<file path="config.mk">
export PLATFORM = sky130hd
export DESIGN_NAME = asym_byte_buffer
export DESIGN_NICKNAME = d
export VERILOG_FILES = /design/src/rtl/abuf_pkg.sv /design/src/rtl/abuf_ptr.sv /design/src/rtl/abuf_occupancy.sv /design/src/rtl/abuf_store.sv /design/src/rtl/asym_byte_buffer.sv
export SDC_FILE = /design/constraint.sdc
export NUM_CORES = 1
export LEC_CHECK = 0
export BUFFER_PORTS_ARGS = -buffer_cell sky130_fd_sc_hd__buf_4
export CORE_UTILIZATION = 63
export DETAILED_ROUTE_END_ITERATION = 16
export PLACE_DENSITY = 0.84
export SLEW_MARGIN = 5
export SYNTH_ARGS = -nofsm -noshare
export SYNTH_HDL_FRONTEND = slang
export SYNTH_SLANG_ARGS = --single-unit
</file>
<file path="constraint.sdc">
create_clock -name clk -period 4.9 [get_ports clk]
set_input_delay 0 -clock clk [delete_from_list [all_inputs] [get_ports clk]]
set_output_delay 0 -clock clk [all_outputs]
set_load 0.02 [all_outputs]
</file>
<file path="src/rtl/abuf_pkg.sv">
// Package: shared configuration check for the asymmetric byte buffer.
// Assumes nothing; pure functions only.
package abuf_pkg;

    // Returns 1 when a width/depth combination is legal for the buffer.
    function automatic bit cfg_ok(int wr_w, int rd_w, int byte_w, int addr_w);
        int depth;
        if (byte_w <= 0 || wr_w <= 0 || rd_w <= 0 || addr_w <= 0) return 1'b0;
        if ((wr_w % byte_w) != 0 || (rd_w % byte_w) != 0) return 1'b0;
        if (wr_w < rd_w) return 1'b0;
        depth = 1 << addr_w;
        if ((depth % (wr_w / byte_w)) != 0) return 1'b0;
        if ((depth % (rd_w / byte_w)) != 0) return 1'b0;
        return 1'b1;
    endfunction

endpackage

</file>
<file path="src/rtl/abuf_ptr.sv">
// Module: abuf_ptr
// Circular byte pointer that moves by a fixed STEP on each accepted access.
// Assumes STEP divides 2**ADDR_W, so the pointer wraps naturally.
module abuf_ptr #(
    parameter int ADDR_W = 4,
    parameter int STEP   = 4
) (
    input  logic              clk,
    input  logic              rst_n,
    input  logic              adv,
    output logic [ADDR_W-1:0] ptr
);
    localparam logic [ADDR_W-1:0] STEP_V = ADDR_W'(STEP);

    // Move the pointer forward by STEP bytes, modulo the array size.
    always_ff @(posedge clk) begin
        if (!rst_n) ptr <= '0;
        else if (adv) ptr <= ptr + STEP_V;
    end

    // an accepted access moves the pointer by exactly STEP, with wrap.
    assert_ptr_step_R5: assert property (@(posedge clk) disable iff (!rst_n)
        adv |=> ptr == $past(ptr) + STEP_V);
    // without an accepted access the pointer holds.
    assert_ptr_hold_R4: assert property (@(posedge clk) disable iff (!rst_n)
        !adv |=> $stable(ptr));
endmodule

</file>
<file path="src/rtl/abuf_occupancy.sv">
// Module: abuf_occupancy
// Byte occupancy counter. Gates the requests into accepted accesses and
// derives full and empty from the registered count.
// Assumes WR_B and RD_B are no larger than 2**ADDR_W.
module abuf_occupancy #(
    parameter int ADDR_W = 4,
    parameter int WR_B   = 4,
    parameter int RD_B   = 2
) (
    input  logic clk,
    input  logic rst_n,
    input  logic wr_req,
    input  logic rd_req,
    output logic wr_fire,
    output logic rd_fire,
    output logic full,
    output logic empty
);
    localparam int DEPTH = 1 << ADDR_W;
    localparam int CW    = ADDR_W + 1;
    localparam logic [CW-1:0] WR_STEP   = CW'(WR_B);
    localparam logic [CW-1:0] RD_STEP   = CW'(RD_B);
    localparam logic [CW-1:0] FULL_THR  = CW'(DEPTH - WR_B);
    localparam logic [CW-1:0] EMPTY_THR = CW'(RD_B);

    logic [CW-1:0] count;

    // Flags from the registered count.
    always_comb begin
        full    = count > FULL_THR;
        empty   = count < EMPTY_THR;
        wr_fire = wr_req && !full;
        rd_fire = rd_req && !empty;
    end

    // Add the written bytes and subtract the read bytes each cycle.
    always_ff @(posedge clk) begin
        if (!rst_n) count <= '0;
        else count <= count + (wr_fire ? WR_STEP : '0) - (rd_fire ? RD_STEP : '0);
    end

    // the count never exceeds the array size.
    assert_no_overflow_R3: assert property (@(posedge clk) disable iff (!rst_n)
        count <= CW'(DEPTH));
    // a write alone while full leaves the count unchanged.
    assert_full_hold_R3: assert property (@(posedge clk) disable iff (!rst_n)
        (full && wr_req && !rd_req) |=> count == $past(count));
    // a read alone while empty leaves the count unchanged.
    assert_empty_hold_R4: assert property (@(posedge clk) disable iff (!rst_n)
        (empty && rd_req && !wr_req) |=> count == $past(count));
    // simultaneous accepted accesses change the count by the difference.
    assert_both_delta_R6: assert property (@(posedge clk) disable iff (!rst_n)
        (wr_fire && rd_fire) |=> count == $past(count) + WR_STEP - RD_STEP);
endmodule

</file>
<file path="src/rtl/abuf_store.sv">
// Module: abuf_store
// Byte array with a multi-lane write port and a registered multi-lane
// read port. Lane k uses address pointer+k, modulo the array size.
// Assumes the callers only assert the fire inputs for legal accesses.
module abuf_store #(
    parameter int BYTE_W = 8,
    parameter int ADDR_W = 4,
    parameter int WR_B   = 4,
    parameter int RD_B   = 2
) (
    input  logic                     clk,
    input  logic                     rst_n,
    input  logic                     wr_fire,
    input  logic [ADDR_W-1:0]        wr_ptr,
    input  logic [WR_B*BYTE_W-1:0]   wr_data,
    input  logic                     rd_fire,
    input  logic [ADDR_W-1:0]        rd_ptr,
    output logic [RD_B*BYTE_W-1:0]   rd_data
);
    localparam int DEPTH = 1 << ADDR_W;

    logic [BYTE_W-1:0] mem [DEPTH];

    // Store every input byte lane at consecutive addresses.
    always_ff @(posedge clk) begin
        if (wr_fire) begin
            for (int k = 0; k < WR_B; k++) begin
                mem[wr_ptr + ADDR_W'(k)] <= wr_data[BYTE_W*k +: BYTE_W];
            end
        end
    end

    // Capture consecutive bytes into the output register on an accepted read.
    always_ff @(posedge clk) begin
        if (!rst_n) rd_data <= '0;
        else if (rd_fire) begin
            for (int k = 0; k < RD_B; k++) begin
                rd_data[BYTE_W*k +: BYTE_W] <= mem[rd_ptr + ADDR_W'(k)];
            end
        end
    end

    // the output register holds in every cycle without an accepted read.
    assert_rd_hold_R7: assert property (@(posedge clk) disable iff (!rst_n)
        !rd_fire |=> $stable(rd_data));
endmodule

</file>
<file path="src/rtl/asym_byte_buffer.sv">
// Module: asym_byte_buffer (top)
// Circular byte buffer with a wide write port and a narrow read port,
// occupancy flags and protection against overflow and underflow.
// Assumes a single clock. The configuration is checked at elaboration.
module asym_byte_buffer #(
    parameter int WR_W   = 32,
    parameter int RD_W   = 16,
    parameter int BYTE_W = 8,
    parameter int ADDR_W = 4
) (
    input  logic            clk,
    input  logic            rst_n,
    input  logic            wr_en,
    input  logic [WR_W-1:0] wr_data,
    output logic            full,
    input  logic            rd_en,
    output logic [RD_W-1:0] rd_data,
    output logic            empty
);
    import abuf_pkg::*;

    localparam int WR_B = WR_W / BYTE_W;
    localparam int RD_B = RD_W / BYTE_W;

    generate
        if (!cfg_ok(WR_W, RD_W, BYTE_W, ADDR_W)) begin : g_bad_cfg
            initial $fatal(1, "asym_byte_buffer: illegal width/depth configuration");
        end
    endgenerate

    logic              wr_fire, rd_fire;
    logic [ADDR_W-1:0] wr_ptr, rd_ptr;

    abuf_occupancy #(.ADDR_W(ADDR_W), .WR_B(WR_B), .RD_B(RD_B)) u_occ (
        .clk(clk), .rst_n(rst_n), .wr_req(wr_en), .rd_req(rd_en),
        .wr_fire(wr_fire), .rd_fire(rd_fire), .full(full), .empty(empty)
    );

    abuf_ptr #(.ADDR_W(ADDR_W), .STEP(WR_B)) u_wr_ptr (
        .clk(clk), .rst_n(rst_n), .adv(wr_fire), .ptr(wr_ptr)
    );

    abuf_ptr #(.ADDR_W(ADDR_W), .STEP(RD_B)) u_rd_ptr (
        .clk(clk), .rst_n(rst_n), .adv(rd_fire), .ptr(rd_ptr)
    );

    abuf_store #(.BYTE_W(BYTE_W), .ADDR_W(ADDR_W), .WR_B(WR_B), .RD_B(RD_B)) u_store (
        .clk(clk), .rst_n(rst_n),
        .wr_fire(wr_fire), .wr_ptr(wr_ptr), .wr_data(wr_data[WR_B*BYTE_W-1:0]),
        .rd_fire(rd_fire), .rd_ptr(rd_ptr), .rd_data(rd_data)
    );

    // the flags are never both set in the default-sized build.
    assert_flags_excl_R1: assert property (@(posedge clk) disable iff (!rst_n)
        !(full && empty));
endmodule

</file>
# After elaboration in Yosys (flattened, before gate mapping)
# Memory sizes are Yosys's and may differ from the RTL's. A register that Yosys moved wholly into a read port is not among the register bits.
# Cells that the tools add are included.
[op_classes] n_lt_le_gt_ge=2 n_mux=4 n_reduce_logical=6 add_sub_neg=8
[op_table] cell="$add 4x2->4 const B" count=3
[op_table] cell="$add 4x1->4 const B" count=2
[op_table] cell="$add 5x5->5" count=1
[op_table] cell="$gt 5x4->1 const B" count=1
[op_table] cell="$lt 5x2->1 const B" count=1
[op_table] cell="$sub 5x5->5" count=1
[op_table] cell="$add 4x3->4 const B" count=1
[op_table] cell="$logic_not 1->1" count=4
[op_table] cell="$mux 3" count=1
[op_table] cell="$logic_and 1x1->1" count=2
[op_table] cell="$mux 1" count=2
[op_table] cell="$mux 2" count=1
[totals] in_bits=36 register_bits=13 mem_count=1 wordCells=24 mem_bits_rw=128 out_inout_bits=18
[memory_table] memory="u_store.mem" words=16 width=8 read_ports=2 rd_ports_with_merged_regs=2 wr=4 line="abuf_store.sv:22" text="logic [BYTE_W-1:0] mem [DEPTH];"

# Longest topological paths before layout
# Gate-level depths: netlist (run 1).
[logic_depth] ltp_word=6 ltp_mapped=11 ltp_nobuf=11

# Modules after synthesis
# Synthesis (run 1) repeated with hierarchy kept, for this count alone.
[unflattened] cells_unflattened=1319 hier_area_um2=13260.2
[by_module_without_submodules] mod="abuf_store" area_each_um2=12721.0 cells_per_inst=1261 instances=1
[by_module_without_submodules] mod="abuf_occupancy" area_each_um2=302.8 cells_per_inst=33 instances=1
[by_module_without_submodules] mod="abuf_ptr at u_rd_ptr" area_each_um2=138.9 cells_per_inst=14 instances=1
[by_module_without_submodules] mod="abuf_ptr at u_wr_ptr" area_each_um2=97.6 cells_per_inst=11 instances=1

# Worst setup path before layout (run 1)
# No wires, ideal clock.
[synth_path] path_type="register to register" from="register u_occ.count[4]" to="register u_occ.count[4]" required_time_ns=4.780 setup_slack_ns=2.580 path_stages_with_launch=12 arrival_time_ns=2.200 setup_ns=0.120 cell_sequence="dfxtp_1 > inv_1 > ha_1 > a311oi_2 > inv_1 > ha_1 > inv_1 > ha_1 > a21o_1 > a21oi_1 > xnor2_1 > nor2_1"
[synth_between] elab_chain_len=6 word_cells_on_any_way=10
[synth_lines] item="from (decl)" line="abuf_occupancy.sv:26" text="logic [CW-1:0] count;"
[synth_lines] item="from (signal assigned)" line="abuf_occupancy.sv:39" text="else count <= count + (wr_fire ? WR_STEP : '0) - (rd_fire ? RD_STEP : '0);"
[synth_lines] item="$gt 5x4->1" line="abuf_occupancy.sv:30" text="full = count > FULL_THR;"
[synth_lines] item="$logic_not 1->1" line="abuf_occupancy.sv:32" text="wr_fire = wr_req && !full;"
[synth_lines] item="$logic_and 1x1->1" line="abuf_occupancy.sv:32"
[synth_lines] item="$mux 3" line="abuf_occupancy.sv:39"
[synth_lines] item="$add 5x5->5" line="abuf_occupancy.sv:39"
[synth_lines] item="$sub 5x5->5 (*)" line="abuf_occupancy.sv:39"
# Every way passes the cells marked *; elsewhere a longest branch is shown, timed or not.
# A chain may end at the register's enable or synchronous reset.

# Worst setup path in the final report (run 1)
# Ends and elaborated chain as after synthesis.

==> results.json, run 1 <==
{
  "final_common_cell": "edfxtp_1",
  "num_antenna_cells": 0,
  "maxCapViolCount": 0,
  "max_freq_mhz": 386,
  "max_stage_delay_ps": 520,
  "relSlewSlack_pct": 22.3,
  "end_kind": "flop",
  "cts_setup_buffers": 0,
  "synth_area_leaders": "edfxtp_1 (65%), mux2i_1 (11%), dfxtp_1 (8.4%)",
  "startpoint_type": "flop",
  "seq_area_frac_synth_pct": 73.1,
  "cts-root-buf": "clkbuf_8",
  "antenna_found_initial": 0,
  "synth_area_um2": 5940,
  "layout_common_cells": "edfxtp_1 (128), mux2i_1 (65), buf_4 (59)",
  "nFillCells": 453,
  "hp-class": "in -> reg",
  "die_x_um": 99.1,
  "hold_viol_final": 0,
  "drt-vias-per-instance": 5.98,
  "crit_buf_inv": 3,
  "status": "finished, final reports clean",
  "dp_cells": 496,
  "place_congestion": 0.729,
  "synth-seq-cells": 153,
  "whs_ps": 223,
  "grt_pass1_wl_mm": 19.0,
  "finalSetupViolCount": 0,
  "ir_worst_vdd_mv": 0.614,
  "wl_mm": 12.4,
  "postRouteAntennaNets": 0,
  "synth_nets": 390,
  "dr.first_iter.drc_count": 273,
  "clock_latency_ps": 530,
  "grt_max_degree": 67,
  "final_nets": 487,
  "grt_overflow": 0,
  "register_area_um2": 4350,
  "wl_per_cell_um": 22.0,
  "numCtsBuffers": 17,
  "fin_tns_setup_ps": 0,
  "yosysTopAreaCellShare_pct": 64.7,
  "cp.required_ps": 5310,
  "area_delta_synth_final_pct": 24.8,
  "fp-row-count": 35,
  "synth_cell_type_count": 27,
  "yosysTopAreaCell": "edfxtp_1",
  "drv_slew": 0,
  "route.detailed.drc": 0,
  "worst_slew_pin_slew_ps": 1170,
  "grt_usage_pct": 27.3,
  "fin_crit_sh_pct": 52.8,
  "htreeDepth": 4,
  "crit_arrival_ps": 3000,
  "crit_path_cell_trace": "inv_1 > ha_1 > a311oi_2 > inv_1 > ha_1 > inv_1 > ha_1 > a21o_1 > a21oi_1 > xnor2_1 > nor2_1",
  "drive_above_1_share_pct": 21.5,
  "cts_buffer_depth": 2,
  "crit_type": "reg -> reg",
  "portBuffers": 53,
  "yosys_warnings": 0,
  "multiInputGateArea_um2": 1450,
  "grt_pass1_vias": 3582,
  "avgSynthCellArea_um2": 17.4,
  "path_clk_slew_ps": 60,
  "cp_max_fo": 7,
  "fin_crit_ps": 2590,
  "rsz0062_at_grt": "false",
  "num_io_pins": 54,
  "initial_utilization_pct": 64.6,
  "firstDrtPassIters": 5,
  "synth_cells": 342,
  "die_h_um": 99.1,
  "powerDensity_nw_per_um2": 552,
  "hpwlAfterDp_mm": 6.17,
  "vias": 3367,
  "dieArea_um2": 9820,
  "tritoncts": "built",
  "fp.coreArea_um2": 9200,
  "p_leak_uw": 0.00266,
  "instances_no_fill": 563,
  "clock-sinks": 153,
  "finClkSkew_ps": 9.03,
  "cp_top_family": "compound AO/OA/AOI/OAI gates",
  "cp_slowest_cell": "a311oi_2"
}
==> where the power goes <==
part	switching, uW	total, uW	internal [uW]
registers	192	1810	1620
clock network	505	1410	908
logic	448	873	425
==> layer usage <==
metal / share of wire [%] / vias to the layer above / track usage, %
met5: 0 / - / 0
met1: 40 / 1672 / 32.8
met3: 6.0 / 29 / 7.80
met2: 51 / 131 / 45.6
met4: 2.8 / 0 / 13.7
li1: - / 1535 / -
==> sequential cells by signal, summed over array words and instances, names as in the netlist <==
register         flops
u_store.mem        128
u_store.rd_data     16
u_rd_ptr.ptr         3
u_occ.count          4
u_wr_ptr.ptr         2
==> cell usage after synthesis <==
library cell / count
dfxtp_1: 25
mux2i_1: 65
nor2_4: 1
or3b_4: 1
fa_1: 1
a21o_1: 1
a22oi_1: 32
a21oi_4: 1
buf_4: 5
xor2_1: 2
nand2b_1: 1
inv_2: 1
nand3_1: 3
buf_6: 2
nand2_1: 2
buf_2: 9
and2_1: 6
a32o_1: 16
a21oi_1: 2
nor2b_1: 2
nand2_4: 1
a311oi_2: 1
ha_1: 11
xnor2_1: 3
nor2_1: 8
inv_1: 12
edfxtp_1: 128
==> stage by stage <==
| step | setup WS (ps) | power, uW | area (um2) | util [%] |
|---|---|---|---|---|
| after floorplan | 2580 | 2390 | 5940 | - |
| after detailed placement | 2320 | 2650 | 6420 | 69.9 |
| after global routing | 2100 | 4250 | 7420 | 80.7 |
| after global placement | 2440 | 2610 | 6420 | 69.9 |
| after CTS | 2310 | 4090 | 7420 | 80.7 |
| final | 2310 | 4090 | 7420 | 80.7 |
==> logic make-up after synthesis <==
kind of cell,count (synthesis),share of synthesized area [%]
xor+xnor,5,0.737
buf+inv,29,2.59
simple gates,25,2.40
mux,65,10.9
fa+ha+maj,12,2.65
flops,153,73.1
compound gates,53,7.56
==> worst register-to-register path, delay by kind of cell (launching register included) <==
kind	cells	cell delay [ps]
adders and majority gates	3	840
buffers and inverters	3	230
xor gates and xnor gates	1	140
AOI/OAI and AO/OA	3	860
and+or+nand+nor	1	50
DFF	1	350
==> layout make-up <==
class                   instances  area share, %
flip-flops and latches        153           58.6
clock inverters                11           2.61
inverters                      13          0.658
multi-input cells             160           19.5
repair buffers                 94           10.7
well taps                     111           1.87
clock buffers                  21           6.05
==> path summary, 6_finish.rpt <==
check	start	end	slack [ps]	cells after the start
worst max-delay path	u_occ.count[4]	u_occ.count[4]	2310	11
worst min-delay path	wr_data[10]	u_store.mem[1][2]	220	2
worst max register to register	u_occ.count[4]	u_occ.count[4]	2310	11
worst min register to register	u_store.rd_data[13]	u_store.rd_data[13]	470	1
==> timing repair <==
action                    in CTS  in global routing
hold endpoints to repair     137                  0
gates resized for setup        0                  0
hold buffers                  35                  0
(Power assumes the default switching activity.)
==> run 2, diff against run 1 <==
--- a/config.mk
+++ b/config.mk
@@ -6,9 +6,9 @@
 export NUM_CORES = 1
 export LEC_CHECK = 0
 export BUFFER_PORTS_ARGS = -buffer_cell sky130_fd_sc_hd__buf_4
-export CORE_UTILIZATION = 63
+export CORE_UTILIZATION = 59
 export DETAILED_ROUTE_END_ITERATION = 16
-export PLACE_DENSITY = 0.84
+export PLACE_DENSITY = 0.79
 export SLEW_MARGIN = 5
 export SYNTH_ARGS = -nofsm -noshare
 export SYNTH_HDL_FRONTEND = slang
==> constraint.sdc (replaced) <==
create_clock -name clk -period 2.5 [get_ports clk]
set_input_delay 0 -clock clk [delete_from_list [all_inputs] [get_ports clk]]
set_output_delay 0 -clock clk [all_outputs]
set_load 0.02 [all_outputs]
==> results.json, run 2 (same netlist as run 1, synthesis figures left out) <==
{
  "status": "finished, final reports clean",
  "num_io_pins": 54,
  "crit_type": "reg -> reg",
  "die_h_um": 102,
  "hold_end": "u_wr_ptr.ptr[3]",
  "maxCapViolCount": 0,
  "largest_reg_flops": 128,
  "antenna_found_initial": 0,
  "postRouteAntennaNets": 0,
  "largest-register": "u_store.mem",
  "fin_tns_setup_ps": 0,
  "finClkSkew_ps": 7.05,
  "max_freq_mhz": 438,
  "die_x_um": 102,
  "dp_cells": 524,
  "final_nets": 493,
  "reg2reg_to": "u_occ.count[4]",
  "area_delta_synth_final_pct": 25.3,
  "reg_top3": "u_store.mem (128), u_store.rd_data (16), u_occ.count (4)",
  "layout_common_cells": "edfxtp_1 (128), mux2i_1 (65), buf_4 (61)",
  "wl_mm": 11.4,
  "numCtsBuffers": 17,
  "worstRegToRegCells": 11,
  "instances_no_fill": 591,
  "rsz0062_at_grt": "false",
  "grt_pass1_wl_mm": 17.4,
  "r2r-start": "u_occ.count[4]",
  "startpoint_type": "flop",
  "cts-root-buf": "clkbuf_8",
  "path_clk_slew_ps": 60,
  "fin_crit_sh_pct": 91.3,
  "worst_slew_pin_slew_ps": 667,
  "dr.first_iter.drc_count": 149,
  "cts_buffer_depth": 2,
  "fp.coreArea_um2": 9770,
  "grt_overflow": 0,
  "cp_max_fo": 3,
  "ir_worst_vdd_mv": 0.638,
  "p_leak_uw": 0.00265,
  "fp-row-count": 36,
  "initial_utilization_pct": 60.8,
  "cp.required_ps": 2900,
  "utilization_pct": 76.2,
  "htreeDepth": 4,
  "clock_latency_ps": 520,
  "grt_max_degree": 33,
  "wl_per_cell_um": 19.2,
  "hold_path_startpoint": "wr_en",
  "nFillCells": 563,
  "cts_setup_buffers": 0,
  "hpwlAfterDp_mm": 6.35,
  "end_kind": "flop",
  "num_antenna_cells": 0,
  "hold_depth": 6,
  "hp-class": "in -> reg",
  "finalSetupViolCount": 0,
  "clock-sinks": 153,
  "grt_usage_pct": 23.5,
  "grt_pass1_vias": 3464,
  "tritoncts": "built",
  "hold_viol_final": 0,
  "vias": 3362,
  "route.detailed.drc": 0,
  "drt-vias-per-instance": 5.69,
  "final_common_cell": "edfxtp_1",
  "drv_slew": 0,
  "portBuffers": 53,
  "powerDensity_nw_per_um2": 1020,
  "r2r_setup_slack_ps": 220,
  "relSlewSlack_pct": 55.4,
  "dieArea_um2": 10500,
  "place_congestion": 0.706,
  "firstDrtPassIters": 5,
  "crit_arrival_ps": 2690,
  "fin_crit_ps": 2280,
  "drive_above_1_share_pct": 21.4
}
## run 2: timing repair
item / in CTS / in global routing
hold buffers: 35 / 0
resized for setup: 0 / 0
endpoints found under the hold margin: 137 / 0
## run 2: layer usage
layer | global-route usage, % | wire (um) | vias up
met5 | 0 | 0 | -
met4 | 10.1 | 267 | 0
met3 | 6.91 | 616 | 27
met2 | 40.4 | 6020 | 119
met1 | 27.7 | 4460 | 1668
li1 | - | - | 1548
## run 2: worst max path at each step
stage / from / to / slack, ps / cells past startpoint
3_3_place_gp: u_occ.count[4] / u_occ.count[4] / 290 / 11
5_1_grt: u_occ.count[4] / u_occ.count[4] / 100 / 11
6_report: u_occ.count[4] / u_occ.count[4] / 220 / 11
3_5_place_dp: u_occ.count[4] / u_occ.count[4] / 220 / 11
2_1_floorplan: u_occ.count[4] / u_occ.count[4] / 180 / 11
4_1_cts: u_occ.count[4] / u_occ.count[4] / 210 / 11
## run 2: report_power, final
part,internal (uW),switching (uW)
clock,1440,908
combinational,874,990
sequential,3170,244
total,5480,2140
## run 2: stage by stage
stage	hold WS, ps	cell area (um2)	worst slack (ps)	power, uW
floorplan	98.9	5940	180	4690
global placement	205	6550	285	5170
detailed placement	205	6550	219	5260
CTS	66.0	7440	214	7640
global route	97.9	7440	101	7930
finish	97.7	7440	217	7620
## run 2: critical path: stages, from the launching register on
cell	delay, ps
dfxtp_1	340
inv_1	80
ha_1	210
a311oi_2	280
inv_1	70
ha_1	320
inv_1	50
ha_1	280
a21o_1	170
a21oi_1	160
xnor2_1	130
nor2_1	60
## run 2: cell type report
type | instances | area (um2) | share of cell area (%)
inverter | 13 | 48.8 | 0.655
timing repair buffer | 100 | 888 | 11.9
tap | 133 | 166 | 2.24
clock buffer | 23 | 447 | 6.00
multi-input combinational | 160 | 1440 | 19.4
sequential | 153 | 4350 | 58.4
clock inverter | 9 | 103 | 1.38
